--- src/rtl/eb_pkg.sv ---
package eb_pkg;
    typedef enum logic [3:0] {
        ST_IDLE,
        ST_CTRL,
        ST_ACKC,
        ST_RX,
        ST_ACKD,
        ST_TX,
        ST_MACK,
        ST_NEXT,
        ST_IGNORE
    } eb_state_e;
endpackage

--- src/rtl/eb_glitch_filter.sv ---
module eb_glitch_filter #(
    parameter int SYNC_STAGES = 2,
    parameter int FILT_LEN    = 12
) (
    input  logic clk,
    input  logic rst_n,
    input  logic line_i,
    output logic line_o
);
    localparam int CW = $clog2(FILT_LEN + 1);

    typedef struct packed {
        logic [SYNC_STAGES-1:0] sync;
        logic [CW-1:0]          cnt;
        logic                   out;
    } flt_t;

    flt_t q, d;
    logic synced;

    assign synced = q.sync[SYNC_STAGES-1];

    always_comb begin
        d      = q;
        d.sync = {q.sync[SYNC_STAGES-2:0], line_i};
        if (synced != q.out) begin
            if (q.cnt == CW'(FILT_LEN - 1)) begin
                d.out = synced;
                d.cnt = '0;
            end else begin
                d.cnt = q.cnt + 1'b1;
            end
        end else begin
            d.cnt = '0;
        end
    end

    always_ff @(posedge clk or negedge rst_n) begin
        if (!rst_n) begin
            q.sync <= '1;
            q.cnt  <= '0;
            q.out  <= 1'b1;
        end else begin
            q <= d;
        end
    end

    assign line_o = q.out;
endmodule

--- src/rtl/eb_bus_events.sv ---
module eb_bus_events (
    input  logic clk,
    input  logic rst_n,
    input  logic scl_f,
    input  logic sda_f,
    output logic start_ev,
    output logic stop_ev,
    output logic rise_ev,
    output logic fall_ev
);
    typedef struct packed {
        logic scl_p;
        logic sda_p;
    } ev_t;

    ev_t q, d;

    always_comb begin
        d.scl_p = scl_f;
        d.sda_p = sda_f;
    end

    always_ff @(posedge clk or negedge rst_n) begin
        if (!rst_n) q <= '1;
        else        q <= d;
    end

    assign start_ev = scl_f & q.scl_p & q.sda_p & ~sda_f;
    assign stop_ev  = scl_f & q.scl_p & ~q.sda_p & sda_f;
    assign rise_ev  = scl_f & ~q.scl_p;
    assign fall_ev  = ~scl_f & q.scl_p;
endmodule

--- src/rtl/eb_engine.sv ---
module eb_engine
    import eb_pkg::*;
#(
    parameter logic [3:0] DEV_CODE  = 4'b1010,
    parameter int         DRIVE_DLY = 4
) (
    input  logic       clk,
    input  logic       rst_n,
    input  logic       start_ev,
    input  logic       stop_ev,
    input  logic       rise_ev,
    input  logic       fall_ev,
    input  logic       sda_f,
    input  logic       busy_i,
    input  logic [7:0] tx_data_i,
    output logic       sda_oe_o,
    output logic       rx_valid_o,
    output logic [7:0] rx_data_o,
    output logic       tx_take_o
);
    localparam int DW = $clog2(DRIVE_DLY + 1);

    typedef struct packed {
        eb_state_e     st;
        logic [3:0]    cnt;
        logic [7:0]    shreg;
        logic          rw;
        logic          oe_tgt;
        logic          oe;
        logic [DW-1:0] dly;
        logic          rx_valid;
        logic [7:0]    rx_data;
        logic          tx_take;
    } eng_t;

    eng_t q, d;

    always_comb begin
        d          = q;
        d.rx_valid = 1'b0;
        d.tx_take  = 1'b0;
        if (q.dly != '0) begin
            d.dly = q.dly - 1'b1;
            if (q.dly == DW'(1)) d.oe = q.oe_tgt;
        end
        if (start_ev || stop_ev) begin
            d.st     = start_ev ? ST_CTRL : ST_IDLE;
            d.cnt    = '0;
            d.oe_tgt = 1'b0;
            d.oe     = 1'b0;
            d.dly    = '0;
        end else if (rise_ev) begin
            case (q.st)
                ST_CTRL, ST_RX: begin
                    d.shreg = {q.shreg[6:0], sda_f};
                    d.cnt   = q.cnt + 1'b1;
                end
                ST_MACK: d.st = sda_f ? ST_IGNORE : ST_NEXT;
                default: ;
            endcase
        end else if (fall_ev) begin
            d.dly = DW'(DRIVE_DLY);
            case (q.st)
                ST_CTRL: if (q.cnt == 4'd8) begin
                    d.cnt = '0;
                    if (q.shreg[7:4] == DEV_CODE && !busy_i) begin
                        d.st     = ST_ACKC;
                        d.rw     = q.shreg[0];
                        d.oe_tgt = 1'b1;
                    end else begin
                        d.st = ST_IGNORE;
                    end
                end
                ST_RX: if (q.cnt == 4'd8) begin
                    d.cnt      = '0;
                    d.rx_valid = 1'b1;
                    d.rx_data  = q.shreg;
                    if (!busy_i) begin
                        d.st     = ST_ACKD;
                        d.oe_tgt = 1'b1;
                    end else begin
                        d.st = ST_IGNORE;
                    end
                end
                ST_ACKC, ST_NEXT: begin
                    if (q.st == ST_NEXT || q.rw) begin
                        d.shreg   = tx_data_i;
                        d.tx_take = 1'b1;
                        d.oe_tgt  = ~tx_data_i[7];
                        d.cnt     = 4'd1;
                        d.st      = ST_TX;
                    end else begin
                        d.oe_tgt = 1'b0;
                        d.cnt    = '0;
                        d.st     = ST_RX;
                    end
                end
                ST_ACKD: begin
                    d.oe_tgt = 1'b0;
                    d.st     = ST_RX;
                end
                ST_TX: begin
                    if (q.cnt == 4'd8) begin
                        d.oe_tgt = 1'b0;
                        d.st     = ST_MACK;
                    end else begin
                        d.shreg  = {q.shreg[6:0], 1'b0};
                        d.oe_tgt = ~q.shreg[6];
                        d.cnt    = q.cnt + 1'b1;
                    end
                end
                default: ;
            endcase
        end
    end

    always_ff @(posedge clk or negedge rst_n) begin
        if (!rst_n) begin
            q          <= '0;
            q.st       <= ST_IDLE;
        end else begin
            q <= d;
        end
    end

    assign sda_oe_o   = q.oe;
    assign rx_valid_o = q.rx_valid;
    assign rx_data_o  = q.rx_data;
    assign tx_take_o  = q.tx_take;
endmodule

--- src/rtl/eeprom_bus_slave.sv ---
module eeprom_bus_slave #(
    parameter int         FILT_LEN    = 12,
    parameter int         SYNC_STAGES = 2,
    parameter int         DRIVE_DLY   = 4,
    parameter logic [3:0] DEV_CODE    = 4'b1010
) (
    input  logic       clk,
    input  logic       rst_n,
    input  logic       scl_i,
    input  logic       sda_i,
    output logic       sda_oe_o,
    input  logic       busy_i,
    output logic       rx_valid_o,
    output logic [7:0] rx_data_o,
    input  logic [7:0] tx_data_i,
    output logic       tx_take_o,
    output logic       bus_start_o,
    output logic       bus_stop_o
);
    localparam int NLINES = 2;

    logic [NLINES-1:0] raw_lines;
    logic [NLINES-1:0] filt_lines;
    logic scl_f, sda_f;
    logic start_ev, stop_ev, rise_ev, fall_ev;

    assign raw_lines = {scl_i, sda_i};

    for (genvar g = 0; g < NLINES; g++) begin : g_filt
        eb_glitch_filter #(
            .SYNC_STAGES(SYNC_STAGES),
            .FILT_LEN   (FILT_LEN)
        ) i_filt (
            .clk   (clk),
            .rst_n (rst_n),
            .line_i(raw_lines[g]),
            .line_o(filt_lines[g])
        );
    end

    assign scl_f = filt_lines[1];
    assign sda_f = filt_lines[0];

    eb_bus_events i_events (
        .clk     (clk),
        .rst_n   (rst_n),
        .scl_f   (scl_f),
        .sda_f   (sda_f),
        .start_ev(start_ev),
        .stop_ev (stop_ev),
        .rise_ev (rise_ev),
        .fall_ev (fall_ev)
    );

    eb_engine #(
        .DEV_CODE (DEV_CODE),
        .DRIVE_DLY(DRIVE_DLY)
    ) i_engine (
        .clk       (clk),
        .rst_n     (rst_n),
        .start_ev  (start_ev),
        .stop_ev   (stop_ev),
        .rise_ev   (rise_ev),
        .fall_ev   (fall_ev),
        .sda_f     (sda_f),
        .busy_i    (busy_i),
        .tx_data_i (tx_data_i),
        .sda_oe_o  (sda_oe_o),
        .rx_valid_o(rx_valid_o),
        .rx_data_o (rx_data_o),
        .tx_take_o (tx_take_o)
    );

    assign bus_start_o = start_ev;
    assign bus_stop_o  = stop_ev;
endmodule

--- config.mk ---
export PLATFORM = sky130hd
export DESIGN_NAME = eeprom_bus_slave
export DESIGN_NICKNAME = d
export VERILOG_FILES = /design/src/rtl/eb_pkg.sv /design/src/rtl/eb_glitch_filter.sv /design/src/rtl/eb_bus_events.sv /design/src/rtl/eb_engine.sv /design/src/rtl/eeprom_bus_slave.sv
export SDC_FILE = /design/constraint.sdc
export NUM_CORES = 1
export LEC_CHECK = 0
export ABC_CLOCK_PERIOD_IN_PS = 2200
export BUFFER_PORTS_ARGS = -buffer_cell sky130_fd_sc_hd__buf_2
export CORE_ASPECT_RATIO = 0.75
export CORE_MARGIN = 4
export CORE_UTILIZATION = 40
export DETAILED_ROUTE_END_ITERATION = 16
export GPL_TIMING_DRIVEN = 0
export PLACE_DENSITY = 0.69
export SLEW_MARGIN = 20
export SYNTH_ARGS = -nofsm -noshare
export SYNTH_HDL_FRONTEND = slang
export SYNTH_SLANG_ARGS = --single-unit
--- constraint.sdc ---
create_clock -name clk -period 2.2 [get_ports clk]
set_clock_uncertainty 0.15 [all_clocks]
set_input_delay 0.44 -clock clk [delete_from_list [all_inputs] [get_ports clk]]
set_output_delay 0.44 -clock clk [all_outputs]
set_load 0.1 [all_outputs]
* Word level (Yosys, flattened, before mapping) *
Cells that the tools add are included.

word-level totals
  flip-flop bits (word level) = 48
  output and inout port bits = 13
  input port bits = 13
  logic and storage cells = 133

cells by class
  multiplexer cells = 43
  add/sub/neg operators = 4
  eq/ne operators = 28
  bitwise gates (word level) = 15
  reductions and logical operators = 25

operator list
  kind                                                    count
  two-way mux 4 bit                                       10
  two-way mux 8 bit                                       4
  two-way mux 13 bit                                      2
  two-way mux 12 bit                                      2
  AND reduction 6 bit                                     4
  case mux 4 bit (5 select lines)                         1
  two-way mux 18 bit                                      1
  two-way mux 9 bit                                       2
  == test 4 x 3 -> 1 bit (second input constant)          4
  == test 4 bit (second input constant)                   4
  two-way mux 16 bit                                      1
  case mux 4 bit (4 select lines)                         1
  case mux 8 bit (2 select lines)                         1
  adder 4 x 1 -> 4 bit (second input constant)            3
  two-way mux 1 bit                                       12
  inequality test 3 x 1 -> 1 bit (second input constant)  4
  inequality test 4 x 1 -> 1 bit (second input constant)  3
  nonzero test 6 bit                                      2
  two-way mux 10 bit                                      1
  nonzero test 3 bit                                      3
  == test 4 x 2 -> 1 bit (second input constant)          2
  inverter 1 bit                                          8
  nonzero test 2 bit                                      4
  bitwise AND 1 bit                                       7
  other kinds (20)                                        29

* Logic depth before layout (Yosys ltp) *
  depth in word-level cells = 8
  gate-level depth with buffers = 9
  gate-level depth less buffers = 7

* Modules after synthesis *
Synthesis repeated with hierarchy kept, for this count alone.

second synthesis, totals
  cell total of the unflattened synthesis = 250
  area, all modules = 2672.6 sq um

modules (own cells, without submodules)
  module            sequential area each (sq um)  cells each  area an instance (sq um)  times used
  eb_engine         800.8                         202         2004.4                    1
  eb_glitch_filter  178.9                         21          290.3                     2
  eb_bus_events     52.6                          6           87.6                      1

* Worst setup path after synthesis *
No wires, ideal clock.

  path type = reg-to-reg
  start = reg g_filt[1].i_filt.q (netlist bit g_filt[1].i_filt.line_o)
  end = reg i_engine.q[28] (netlist name)
  library setup time = 0.125 ns
  setup slack = -0.607 ns
  path buffers = 0
  data required time = 1.925 ns
  clock period less this slack = 2.807 ns
  arrival = 2.532 ns
  cell stages (with the launch flop) = 6
  cells stage by stage = dfstp_2 ha_1 nand2_1 nor2_1 nor2_1 mux2_4

between the ends
  cells in the longest elaborated chain, start to end = 6
  elaborated cells between the ends (all ways) = 19
  those cells by class = eq/ne (4); mux (3); bitwise (8); reduce/logical (4)

ends and longest elaborated chain
  item                                                                           line                    text
  start, declared                                                                eb_glitch_filter.sv:18  flt_t q, d;
  bitwise AND 1 bit (*) (3 in a row)                                             eb_bus_events.sv:29     assign stop_ev = scl_f & q.scl_p & ~q.sda_p & sda_f;
  net bus_stop_o                                                                 eeprom_bus_slave.sv:18  output logic bus_stop_o
  logical OR 1 bit (*)                                                           eb_engine.sv:46         if (start_ev || stop_ev) begin
  inequality test 4 x 1 -> 1 bit (no source line), or another cell as far along  n/a
  AND reduction 6 bit (no source line)                                           n/a
  end, declared                                                                  eb_engine.sv:36         eng_t q, d;

The timed path passes the listed nets; every way through them passes the cells marked *.
A chain may end at the register's enable or synchronous reset.

* Worst setup path in the final report *
  start = reg i_engine.q[24] (netlist name)
  end = reg i_engine.q[17] (netlist name)

between the ends
  cells in the longest elaborated chain, start to end = 3

ends and longest elaborated chain
  item                                             line              text
  == test 4 bit                                    eb_engine.sv:103  if (q.cnt == 4'd8) begin
  inequality test 3 x 2 -> 1 bit (no source line)  n/a
  AND reduction 6 bit (no source line)             n/a

Every way passes these cells.

==> run metrics <==
Warnings, synthesis 0; WP data arrival between 2000 and 2500 ps; main flop type after synthesis dfrtp_1; vias in the first global route between 1500 and 2000; # setup viols final 0; Fmax between 400 and 500 MHz; clock-pin slew on the worst setup and hold paths 90 ps; Hold Vio Cnt, Final 11; Via Count a little over 2000; GRT overflow 0; hold bufs inserted after CTS 0; Seq cells post-synth 48; wire length per cell 14.7 µm; Final Cycle Share a little over nine tenths; synthesized area roughly 2800 µm²; Synthesized Nets around 280; num rows 26; Synth cell types 56; Post-DRT Antenna Nets 0; Buf/Inv on CP 3; RSZ-0062 raised after global routing false; Slew Limit Headroom roughly three fifths; post-synthesis sequential area ratio between 40% and 50%; leakage between 1.5 and 2 nW; synthesized area per cell 10.9 µm²; detailed placement HPWL 4200 µm; Finished Layout Cells ~400; drt drc 0; initial antenna violation count 0; Final Hold Slack -7.21 ps; FILL cells between 600 and 700; CP Capture Type flip-flop; starting density of the core 41.4%; Power Dens Cells ~580 nW/µm²; Via-to-Cell Ratio between 5 and 6; # port buffers 25; max cap viols 0; Iteration-0 DRC Markers 126; Yosys top cell by area dfrtp_1; Crit Path Class reg2reg; Mapped Cells around 260; Post-synth top cells dfrtp_1, nand2_1, nor2_1; CTS tree yes; final slew viol count 0; IR drop worst, VDD 0.000316 V; ant diodes 0; Net count, final around 320; CTS root buffer clkbuf_8; Pre-antenna DRT Iters 4; Sink Count 48; Post-Place Cells approximately 380; final wirelength between 5000 and 6000 µm; violated checks negative hold slack; CTS HTree Levels 2; HP Class in2async; Async S/R FF share, synth 100%; first-pass GRT wire length 9650 µm; share of cells above drive strength 1 35.7%; CP max stage delay 390 ps; top cells by area, synth dfrtp_1, dfstp_2, mux2_4, mux2_2, ha_1; CP Cell Sequence inv_2 > ha_1 > and3b_1 > buf_6 > nand2_2 > nand3_1 > a211o_1 > buf_6 > mux2_4; share of the synthesized area in the top cell type around a third; CP required ~2200 ps; pin count of the biggest net entering global routing between 40 and 50; total track usage approximately 14%; count leader, synth dfrtp_1; placer congestion estimate 0.897; worst-skew pair later-pin latency 300 ps; Layout area overhead 15.2%; post-layout minimum cycle time between 2000 and 2500 ps; CP most frequent cell buf_6; status finished with violations; setup TNS 0 ps; Core Area about 7000 µm²; Core Util, Final 47.6%; critical path's top delay family flip-flops; clock buffer depth 2; Crit-path slowest cell dfrtp_1; Die H ~81 µm; Post-synth EDFFs 0; TritonCTS Buffers 5; Critical Path Fanout Max 8; crit path launch type flip-flop; Ports 26; Die Width 105 µm; worst slew pin tran roughly 610 ps; die area 8520 µm²
## sequential cells by signal, indices dropped and copies added, names as in the netlist, 2 cells and up
register,count
i_engine.rx_data_o,8
g_filt.i_filt.line_o,2
i_engine.q,21
g_filt.i_filt.q,10
g_filt.i_filt.d,2
i_events.q,2
## kinds of logic (layout without fill, tap and decap cells)
logic type	after synthesis	in the layout	synth area share [%]
simple gates	84	84	17.3
compound gates	55	55	14.8
flops	48	48	42.7
buf+inv	30	66	6.83
mux	27	27	11.9
fa+ha+maj	10	10	4.41
xor+xnor	7	7	2.16
## area by class of cell
type	count	area [µm²]	share of cell area, %
tap	98	123	3.75
multi-input combinational	183	1480	45.1
buffer	20	159	4.86
clock inverter	1	7.51	0.230
sequential	48	1210	37.0
inverter	8	30.0	0.918
clock buffer	7	86.3	2.64
timing repair buffer	30	179	5.47
## worst paths after layout
path,to,cells past startpoint,slack [ps],start
setup / recovery,i_engine.q[17],9,80,i_engine.q[24]
min in group clk,g_filt[0].i_filt.d[6],1,80,sda_i
setup reg to reg,i_engine.q[17],9,80,i_engine.q[24]
hold / removal,i_engine.rx_data_o[6],1,-7,rst_n
max in group asynchronous,i_engine.q[27],1,1500,rst_n
hold reg to reg,g_filt[0].i_filt.q[6],0,210,g_filt[0].i_filt.d[6]
## routing by layer
layer,share of wire [%],up-vias,track usage [%]
met2,44,44,21.8
met3,4.3,5,3.18
met1,51,995,20.4
li1,-,998,-
met4,0.86,0,3.93
met5,0,-,0
## placed cells by master (no fill, tap or decap), types with 3 or more instances in the layout
cell type	n
inv_1	7
mux2i_1	4
buf_4	13
mux2_2	13
xnor2_1	6
nand3_1	3
a211o_1	3
nor3b_1	6
buf_2	26
ha_1	8
dfstp_2	8
clkbuf_8	6
dfrtp_1	40
a22o_1	12
nand3b_1	3
mux2_4	10
nand2_1	20
nor2_1	16
o21ai_0	5
buf_6	7
a21oi_1	10
nor3_1	3
o22ai_1	3
nor2b_1	8
## power by group
group	leakage, nW	switching, mW	internal, mW
Combinational	0.868	0.227	0.136
Sequential	0.619	0.0434	0.947
Clock	0.0445	0.297	0.256
## what timing repair did
item | CTS | global route
resized for setup | 10 | 6
buffers inserted | 0 | 5
pin swaps | 0 | 2
endpoints found under the setup margin | 19 | 13
## metrics by stage
step           area, µm²  hold slack (ps)  total power [mW]  worst slack, ps
6_report            3270            -7.21              1.91             76.4
5_1_grt             3270             32.3              2.02             7.71
4_1_cts             3220             63.9              1.94            -15.5
3_5_place_dp        3100              197              1.37             -178
3_3_place_gp        3100              196              1.35             -156
2_1_floorplan       2850            -5.59              1.27             27.5
Note: power is estimated with default switching activity, not from simulation.
